## src/rtl/eanpc_pkg.sv

```systemverilog
// Package: shared opcode constants and decode categories for the
// effective-address / next-PC unit. Assumes a 4-bit major opcode field.
package eanpc_pkg;
    localparam int OPC_W = 4;

    localparam logic [OPC_W-1:0] OPC_BRC  = 4'b0000;
    localparam logic [OPC_W-1:0] OPC_LDP  = 4'b0010;
    localparam logic [OPC_W-1:0] OPC_STP  = 4'b0011;
    localparam logic [OPC_W-1:0] OPC_LDB  = 4'b0110;
    localparam logic [OPC_W-1:0] OPC_STB  = 4'b0111;
    localparam logic [OPC_W-1:0] OPC_LDIN = 4'b1010;
    localparam logic [OPC_W-1:0] OPC_STIN = 4'b1011;
    localparam logic [OPC_W-1:0] OPC_JREG = 4'b1100;
    localparam logic [OPC_W-1:0] OPC_ADDR = 4'b1110;

    // Which adder result feeds the effective address.
    typedef enum logic [1:0] {
        EA_NONE  = 2'd0,
        EA_PCREL = 2'd1,
        EA_BASE  = 2'd2,
        EA_REG   = 2'd3
    } ea_src_t;

    // How the next program counter is chosen.
    typedef enum logic [1:0] {
        FLOW_SEQ  = 2'd0,
        FLOW_COND = 2'd1,
        FLOW_JUMP = 2'd2
    } flow_t;
endpackage

```

## src/rtl/eanpc_decode.sv

```systemverilog
// Module: eanpc_decode
// Maps the major opcode to an address source and a flow category.
// Purely combinational. Assumes the opcode constants from eanpc_pkg.
module eanpc_decode
    import eanpc_pkg::*;
(
    input  logic [OPC_W-1:0] opcode,
    output ea_src_t          ea_src,
    output flow_t            flow
);
    // Classify each opcode; unlisted opcodes fall to none/sequential.
    always_comb begin
        ea_src = EA_NONE;
        flow   = FLOW_SEQ;
        case (opcode)
            OPC_LDP, OPC_STP, OPC_LDIN, OPC_STIN, OPC_ADDR: ea_src = EA_PCREL;
            OPC_LDB, OPC_STB:                                ea_src = EA_BASE;
            OPC_BRC: begin
                ea_src = EA_PCREL;
                flow   = FLOW_COND;
            end
            OPC_JREG: begin
                ea_src = EA_REG;
                flow   = FLOW_JUMP;
            end
            default: begin
                ea_src = EA_NONE;
                flow   = FLOW_SEQ;
            end
        endcase
    end
endmodule

```

## src/rtl/eanpc_addr_gen.sv

```systemverilog
// Module: eanpc_addr_gen
// Sign-extends the long and short offset fields, forms the PC-relative and
// base-relative sums, and selects the effective address. Sums wrap modulo
// 2**XLEN. Assumes SHORT_W < LONG_W < XLEN.
module eanpc_addr_gen
    import eanpc_pkg::*;
#(
    parameter int XLEN    = 16,
    parameter int LONG_W  = 9,
    parameter int SHORT_W = 6
) (
    input  logic [LONG_W-1:0] off_field,
    input  logic [XLEN-1:0]   pc_inc,
    input  logic [XLEN-1:0]   base_val,
    input  ea_src_t           ea_src,
    output logic [XLEN-1:0]   pcrel_sum,
    output logic [XLEN-1:0]   ea
);
    localparam int LONG_PAD  = XLEN - LONG_W;
    localparam int SHORT_PAD = XLEN - SHORT_W;

    logic [XLEN-1:0] long_ext;
    logic [XLEN-1:0] short_ext;
    logic [XLEN-1:0] base_sum;

    // Sign extension of both offset widths.
    assign long_ext  = {{LONG_PAD{off_field[LONG_W-1]}}, off_field};
    assign short_ext = {{SHORT_PAD{off_field[SHORT_W-1]}}, off_field[SHORT_W-1:0]};

    // Two independent adders; carry out of the top bit is dropped.
    assign pcrel_sum = pc_inc + long_ext;
    assign base_sum  = base_val + short_ext;

    // Effective address selection by decode category.
    always_comb begin
        case (ea_src)
            EA_PCREL: ea = pcrel_sum;
            EA_BASE:  ea = base_sum;
            EA_REG:   ea = base_val;
            default:  ea = '0;
        endcase
    end
endmodule

```

## src/rtl/eanpc_cond.sv

```systemverilog
// Module: eanpc_cond
// Resolves a conditional branch: taken when any mask bit meets its set flag.
// Mask and flags share bit order {negative, zero, positive}.
module eanpc_cond #(
    parameter int NFLAG = 3
) (
    input  logic [NFLAG-1:0] mask,
    input  logic [NFLAG-1:0] flags,
    output logic             take
);
    logic [NFLAG-1:0] hit;

    // One match term per flag.
    for (genvar gi = 0; gi < NFLAG; gi++) begin : g_hit
        assign hit[gi] = mask[gi] & flags[gi];
    end

    // Any match takes the branch.
    assign take = |hit;
endmodule

```

## src/rtl/eanpc_unit.sv

```systemverilog
// Module: eanpc_unit (top)
// Computes effective address, next PC and taken flag from the instruction,
// incremented PC, base register value and condition flags, and captures them
// on the load strobe. Assumes the caller has already selected base_val from
// IR[8:6]. Reset is synchronous, active low, and has priority over load.
module eanpc_unit
    import eanpc_pkg::*;
#(
    parameter int XLEN    = 16,
    parameter int LONG_W  = 9,
    parameter int SHORT_W = 6,
    parameter int NFLAG   = 3
) (
    input  logic            clk,
    input  logic            rst_n,
    input  logic            load,
    input  logic [XLEN-1:0] ir,
    input  logic [XLEN-1:0] pc_inc,
    input  logic [XLEN-1:0] base_val,
    input  logic            flag_n,
    input  logic            flag_z,
    input  logic            flag_p,
    output logic [XLEN-1:0] ea_out,
    output logic [XLEN-1:0] next_pc,
    output logic            taken
);
    localparam int OPC_LSB  = XLEN - OPC_W;
    localparam int MASK_LSB = OPC_LSB - NFLAG;

    logic [OPC_W-1:0] opcode;
    logic [NFLAG-1:0] mask;
    logic [NFLAG-1:0] flags;
    ea_src_t          ea_src;
    flow_t            flow;
    logic [XLEN-1:0]  pcrel_sum;
    logic [XLEN-1:0]  ea_calc;
    logic             cond_take;
    logic             take_d;
    logic [XLEN-1:0]  npc_d;

    assign opcode = ir[XLEN-1:OPC_LSB];
    assign mask   = ir[OPC_LSB-1:MASK_LSB];
    assign flags  = {flag_n, flag_z, flag_p};

    eanpc_decode u_decode (
        .opcode (opcode),
        .ea_src (ea_src),
        .flow   (flow)
    );

    eanpc_addr_gen #(
        .XLEN    (XLEN),
        .LONG_W  (LONG_W),
        .SHORT_W (SHORT_W)
    ) u_addr (
        .off_field (ir[LONG_W-1:0]),
        .pc_inc    (pc_inc),
        .base_val  (base_val),
        .ea_src    (ea_src),
        .pcrel_sum (pcrel_sum),
        .ea        (ea_calc)
    );

    eanpc_cond #(.NFLAG(NFLAG)) u_cond (
        .mask  (mask),
        .flags (flags),
        .take  (cond_take)
    );

    // Next-PC and taken selection by flow category.
    always_comb begin
        case (flow)
            FLOW_COND: begin
                take_d = cond_take;
                npc_d  = cond_take ? pcrel_sum : pc_inc;
            end
            FLOW_JUMP: begin
                take_d = 1'b1;
                npc_d  = base_val;
            end
            default: begin
                take_d = 1'b0;
                npc_d  = pc_inc;
            end
        endcase
    end

    // Output capture: reset first, then load, else hold.
    always_ff @(posedge clk) begin
        if (!rst_n) begin
            ea_out  <= '0;
            next_pc <= '0;
            taken   <= 1'b0;
        end else if (load) begin
            ea_out  <= ea_calc;
            next_pc <= npc_d;
            taken   <= take_d;
        end
    end

    // outputs hold while the strobe is low.
    a_r2_hold: assert property (@(posedge clk) disable iff (!rst_n)
        !load |=> ($stable(ea_out) && $stable(next_pc) && $stable(taken)));

    // a register jump is always taken, to the base value.
    a_r7_jump: assert property (@(posedge clk) disable iff (!rst_n)
        (load && ir[XLEN-1:OPC_LSB] == OPC_JREG)
        |=> (taken && next_pc == $past(base_val)));

    // an empty mask never takes and keeps the sequential PC.
    a_r6_empty_mask: assert property (@(posedge clk) disable iff (!rst_n)
        (load && ir[XLEN-1:OPC_LSB] == OPC_BRC && ir[OPC_LSB-1:MASK_LSB] == '0)
        |=> (!taken && next_pc == $past(pc_inc)));

    // non-transfer opcodes never report taken.
    a_r9_no_take: assert property (@(posedge clk) disable iff (!rst_n)
        (load && ir[XLEN-1:OPC_LSB] != OPC_BRC && ir[XLEN-1:OPC_LSB] != OPC_JREG)
        |=> (!taken && next_pc == $past(pc_inc)));

    // a not-taken branch leaves next_pc at the incremented PC.
    a_r5_fallthrough: assert property (@(posedge clk) disable iff (!rst_n)
        (load && ir[XLEN-1:OPC_LSB] == OPC_BRC
              && (ir[OPC_LSB-1:MASK_LSB] & {flag_n, flag_z, flag_p}) == '0)
        |=> (!taken && next_pc == $past(pc_inc)));
endmodule

```

## config.mk

```make
export PLATFORM = sky130hd
export DESIGN_NAME = eanpc_unit
export DESIGN_NICKNAME = d
export VERILOG_FILES = /design/src/rtl/eanpc_pkg.sv /design/src/rtl/eanpc_decode.sv /design/src/rtl/eanpc_addr_gen.sv /design/src/rtl/eanpc_cond.sv /design/src/rtl/eanpc_unit.sv
export SDC_FILE = /design/constraint.sdc
export NUM_CORES = 1
export LEC_CHECK = 0
export CORE_MARGIN = 2
export CORE_UTILIZATION = 40
export DETAILED_ROUTE_END_ITERATION = 7
export DONT_BUFFER_PORTS = 1
export PLACE_DENSITY = 0.66
export SLEW_MARGIN = 0
export SYNTH_ARGS = -nofsm -noshare
export SYNTH_HDL_FRONTEND = slang
export SYNTH_HIERARCHICAL = 1
export SYNTH_SLANG_ARGS = --single-unit
```

## constraint.sdc

```tcl
create_clock -name clk -period 2.7 [get_ports clk]
set_input_delay 0.54 -clock clk [delete_from_list [all_inputs] [get_ports clk]]
set_output_delay 0.54 -clock clk [all_outputs]
set_load 0.05 [all_outputs]
```

==> metrics list <==
* Status: complete, no violations
- Average detailed-routed wire length per instance: 18.5 um
- In this run the mean area of a mapped cell was 8.56 um2.
- Remaining antenna violation count: 0
- Synthesis handed over a netlist of 405 instances.
- Cell family contributing the most delay on the critical path: compound AO/OA/AOI/OAI gates
- Count of TritonRoute iterations in the first routing pass: 4
- In this run the deepest clock path goes through 2 buffers.
* Via count of the first global-routing pass: 3120
- Worst clock skew: 0 ps
- For this configuration, the core starts out at a cell density of 41.8%.
- Synthesis Warnings: 6
- Final period utilization: 96.0%
* Routed via count: 3123
- Top library cells by usage in the layout, fill and taps aside: 35 x buf_4, 34 x nand2_1, 33 x dfxtp_1
* Chip height: 97.1 um
* CTS HTree Levels: 2
- Filler-free cell count of the finished design: 534
- Die area: 9430 um2
* Setup TNS: 0 ps
* Largest stage delay on the critical path: 300 ps
- IO Pins: 87
* EDFF count, synth: 0
* Total DRC errors in the routed layout: 0
- Root Buffer Master: clkbuf_8
- Worst Hold Class: in -> reg
- From left edge to right edge, the die measures 97.1 um.
* Slowest-stage cell, CP: a311o_2
* Buffers added on ports: 0
- Remaining global-route overflow: 0
- After synthesis the cells add up to 3470 um2.
- In this run, CTS created clock tree buffers numbering 5.
* Worst path arrival time: 2780 ps
* Leakage: 1.62 nW
* Number of sinks handled by clock tree synthesis: 33
- Worst-path clk slew: 70 ps
* Worst endpoint required time: 2880 ps
- Critical path endpoint category: flop
- In this run the worst path has a maximum fanout of 3.
* Wire length of the first global-routing pass: 15800 um
* Maximum clock frequency: 386 MHz
* Final hold violation count: 0
- TritonCTS built the clock tree.
- For this run, the leading register cell type out of synthesis is dfxtp_1.
- Summed over all layers, the routed wires come to 9890 um.
* Number of maximum-capacitance violations: 0
- Antenna cells: 0
- RSZ-0062 raised after global routing: true
- Design Power: 1.69 mW
- Power per standard cell area: 440 nW/um2
- Sequential cells were found to cover 19.0% of the synthesized design area.
- Chain of cells forming the critical path: ha_4 > inv_2 > fa_2 > and2b_1 > o31a_1 > o211ai_1 > a21oi_2 > o31ai_2 > o21ai_1 > mux2i_1 > a311o_2 > mux2i_1 > nor2b_1
- Worst Hold Slack: 376 ps
- Pin count of the biggest net entering global routing: 37
- The worst setup path is launched from an input pin.
- Number of vias per cell after detailed routing: 5.85
- Final critical-path required period: 2590 ps
- For this block, the initial DRC count from the detailed router was 120.
- The layout has 817 filler cells.
- Number of distinct library cells after synthesis: 76
- Synthesis inferred 33 register bits.
* Latest clock arrival within the worst-skew pair: 290 ps
* Routability cong.: 0.924
- Once detailed placement completed, the half-perimeter wirelength came to 7740 um.
- Cell Rows: 33
* Path type of the worst setup path: in -> reg
- Share of synthesized flip-flops with an asynchronous set or reset: 0%
- Synth Net Count: 493
* Net count, final: 516
- The initial antenna violation count came to 0.
* Std-Cell Core Area: 8300 um2
- Syn-to-layout area delta: 10.8%
* Max-slew violation total from the final report: 0
* Final Instance Area: 3840 um2
- Final setup viols: 0
- After detailed placement, the design holds a cell count of 525.
- Slew HR: 57.1%
- Worst-case vdd ir drop: 0.283 mV
* Leading cell type in the layout, fill and taps excluded: buf_4
- Area after detailed placement: 3720 um2
- The most numerous cell type found on the critical path is mux2i_1.
- Proportion of layout cells with a drive suffix above 1: 19.3%
* Actual slew at the worst max-slew pin: 643 ps
- Number of buffer and inverter instances along the worst setup path: 1
- Combined global-route utilization of all metal layers: 20.6%
[registers in the layout (all words and copies together), names as in the netlist]
register	count
taken	1
ea_out	16
next_pc	16
[path summary, 6_finish.rpt]
kind                                   from           to  slack, ps  cells past startpoint
worst max register to register  next_pc[13]  next_pc[13]       1590                      2
worst min-delay path                  rst_n        taken        380                      1
worst max-delay path            base_val[0]   ea_out[14]        110                     13
worst min register to register   ea_out[13]   ea_out[13]        770                      2
[worst reg2reg max path, delay by kind of cell (launching register included)]
family | cells | cell delay (ps)
compound gates | 2 | 500
flops | 1 | 500
[final cells by class]
type,instances,area (um2),share of cell area [%]
Tap cell,105,131,3.42
Timing Repair Buffer,35,263,6.84
Clock buffer,6,72.6,1.89
Inverter,14,52.6,1.37
Clock inverter,2,10.0,0.261
Multi-Input combinational cell,339,2650,69.0
Sequential cell,33,661,17.2
[cells by family (layout without fill, tap and decap cells)]
family          Yosys count  in the layout  share of synthesized area [%]
compound gates          132            132                           27.1
simple gates            109            109                           17.0
mux                      41             41                           12.2
fa+ha+maj                34             34                           12.7
flops                    33             33                           19.0
buf+inv                  33             57                           5.99
xor+xnor                 23             23                           6.02
[where the power goes]
| part | leakage (nW) | switching (mW) | internal (mW) |
|---|---|---|---|
| Combinational | 1.31 | 0.320 | 0.328 |
| Sequential | 0.271 | 0.144 | 0.521 |
| Clock | 0.0450 | 0.198 | 0.179 |
[cell usage after synthesis (all sizes together) (3+ instances only)]
library cell / count / area share, %
clkbuf: 5 / 0.83
a221oi: 4 / 1.0
nand3: 8 / 1.2
and3: 3 / 0.54
a22o: 3 / 0.76
or3: 3 / 0.54
o21bai: 4 / 0.87
buf: 14 / 3.6
xor2: 9 / 2.5
mux2i: 32 / 9.2
mux2: 9 / 2.9
o21a: 5 / 1.1
a211oi: 5 / 1.2
a21oi: 28 / 4.0
o221ai: 4 / 1.0
o211ai: 6 / 1.4
and2: 3 / 0.61
xnor2: 14 / 3.5
a22oi: 12 / 2.9
nand2: 34 / 3.7
a31oi: 6 / 1.1
dfxtp: 33 / 19
o21ai: 18 / 2.7
nor3: 6 / 1.0
nor2b: 18 / 3.3
a21o: 7 / 1.5
o22ai: 13 / 2.9
inv: 14 / 1.5
ha: 32 / 12
nor2: 16 / 1.7
nand2b: 5 / 1.2
[layer usage]
layer	GRT usage, %	up-vias	part of all wire [%]
li1	-	1565	-
met1	24.0	1462	41
met2	35.7	85	49
met3	8.20	11	9.2
met4	4.55	0	1.1
met5	0	-	0
[metrics by stage]
stage,setup WS (ps),utilization (%)
floorplan,-43.5,-
global placement,-150,44.9
detailed placement,-199,44.9
CTS,100,45.8
global route,-38.4,46.3
finish,108,46.3
[what timing repair did]
| item | CTS | global route |
|---|---|---|
| setup endpoints to repair | 0 | 5 |
| resized for setup | 0 | 6 |
| setup buffers | 0 | 1 |
| hold buffers | 0 | 0 |
Power figures use the tool's default switching activity.
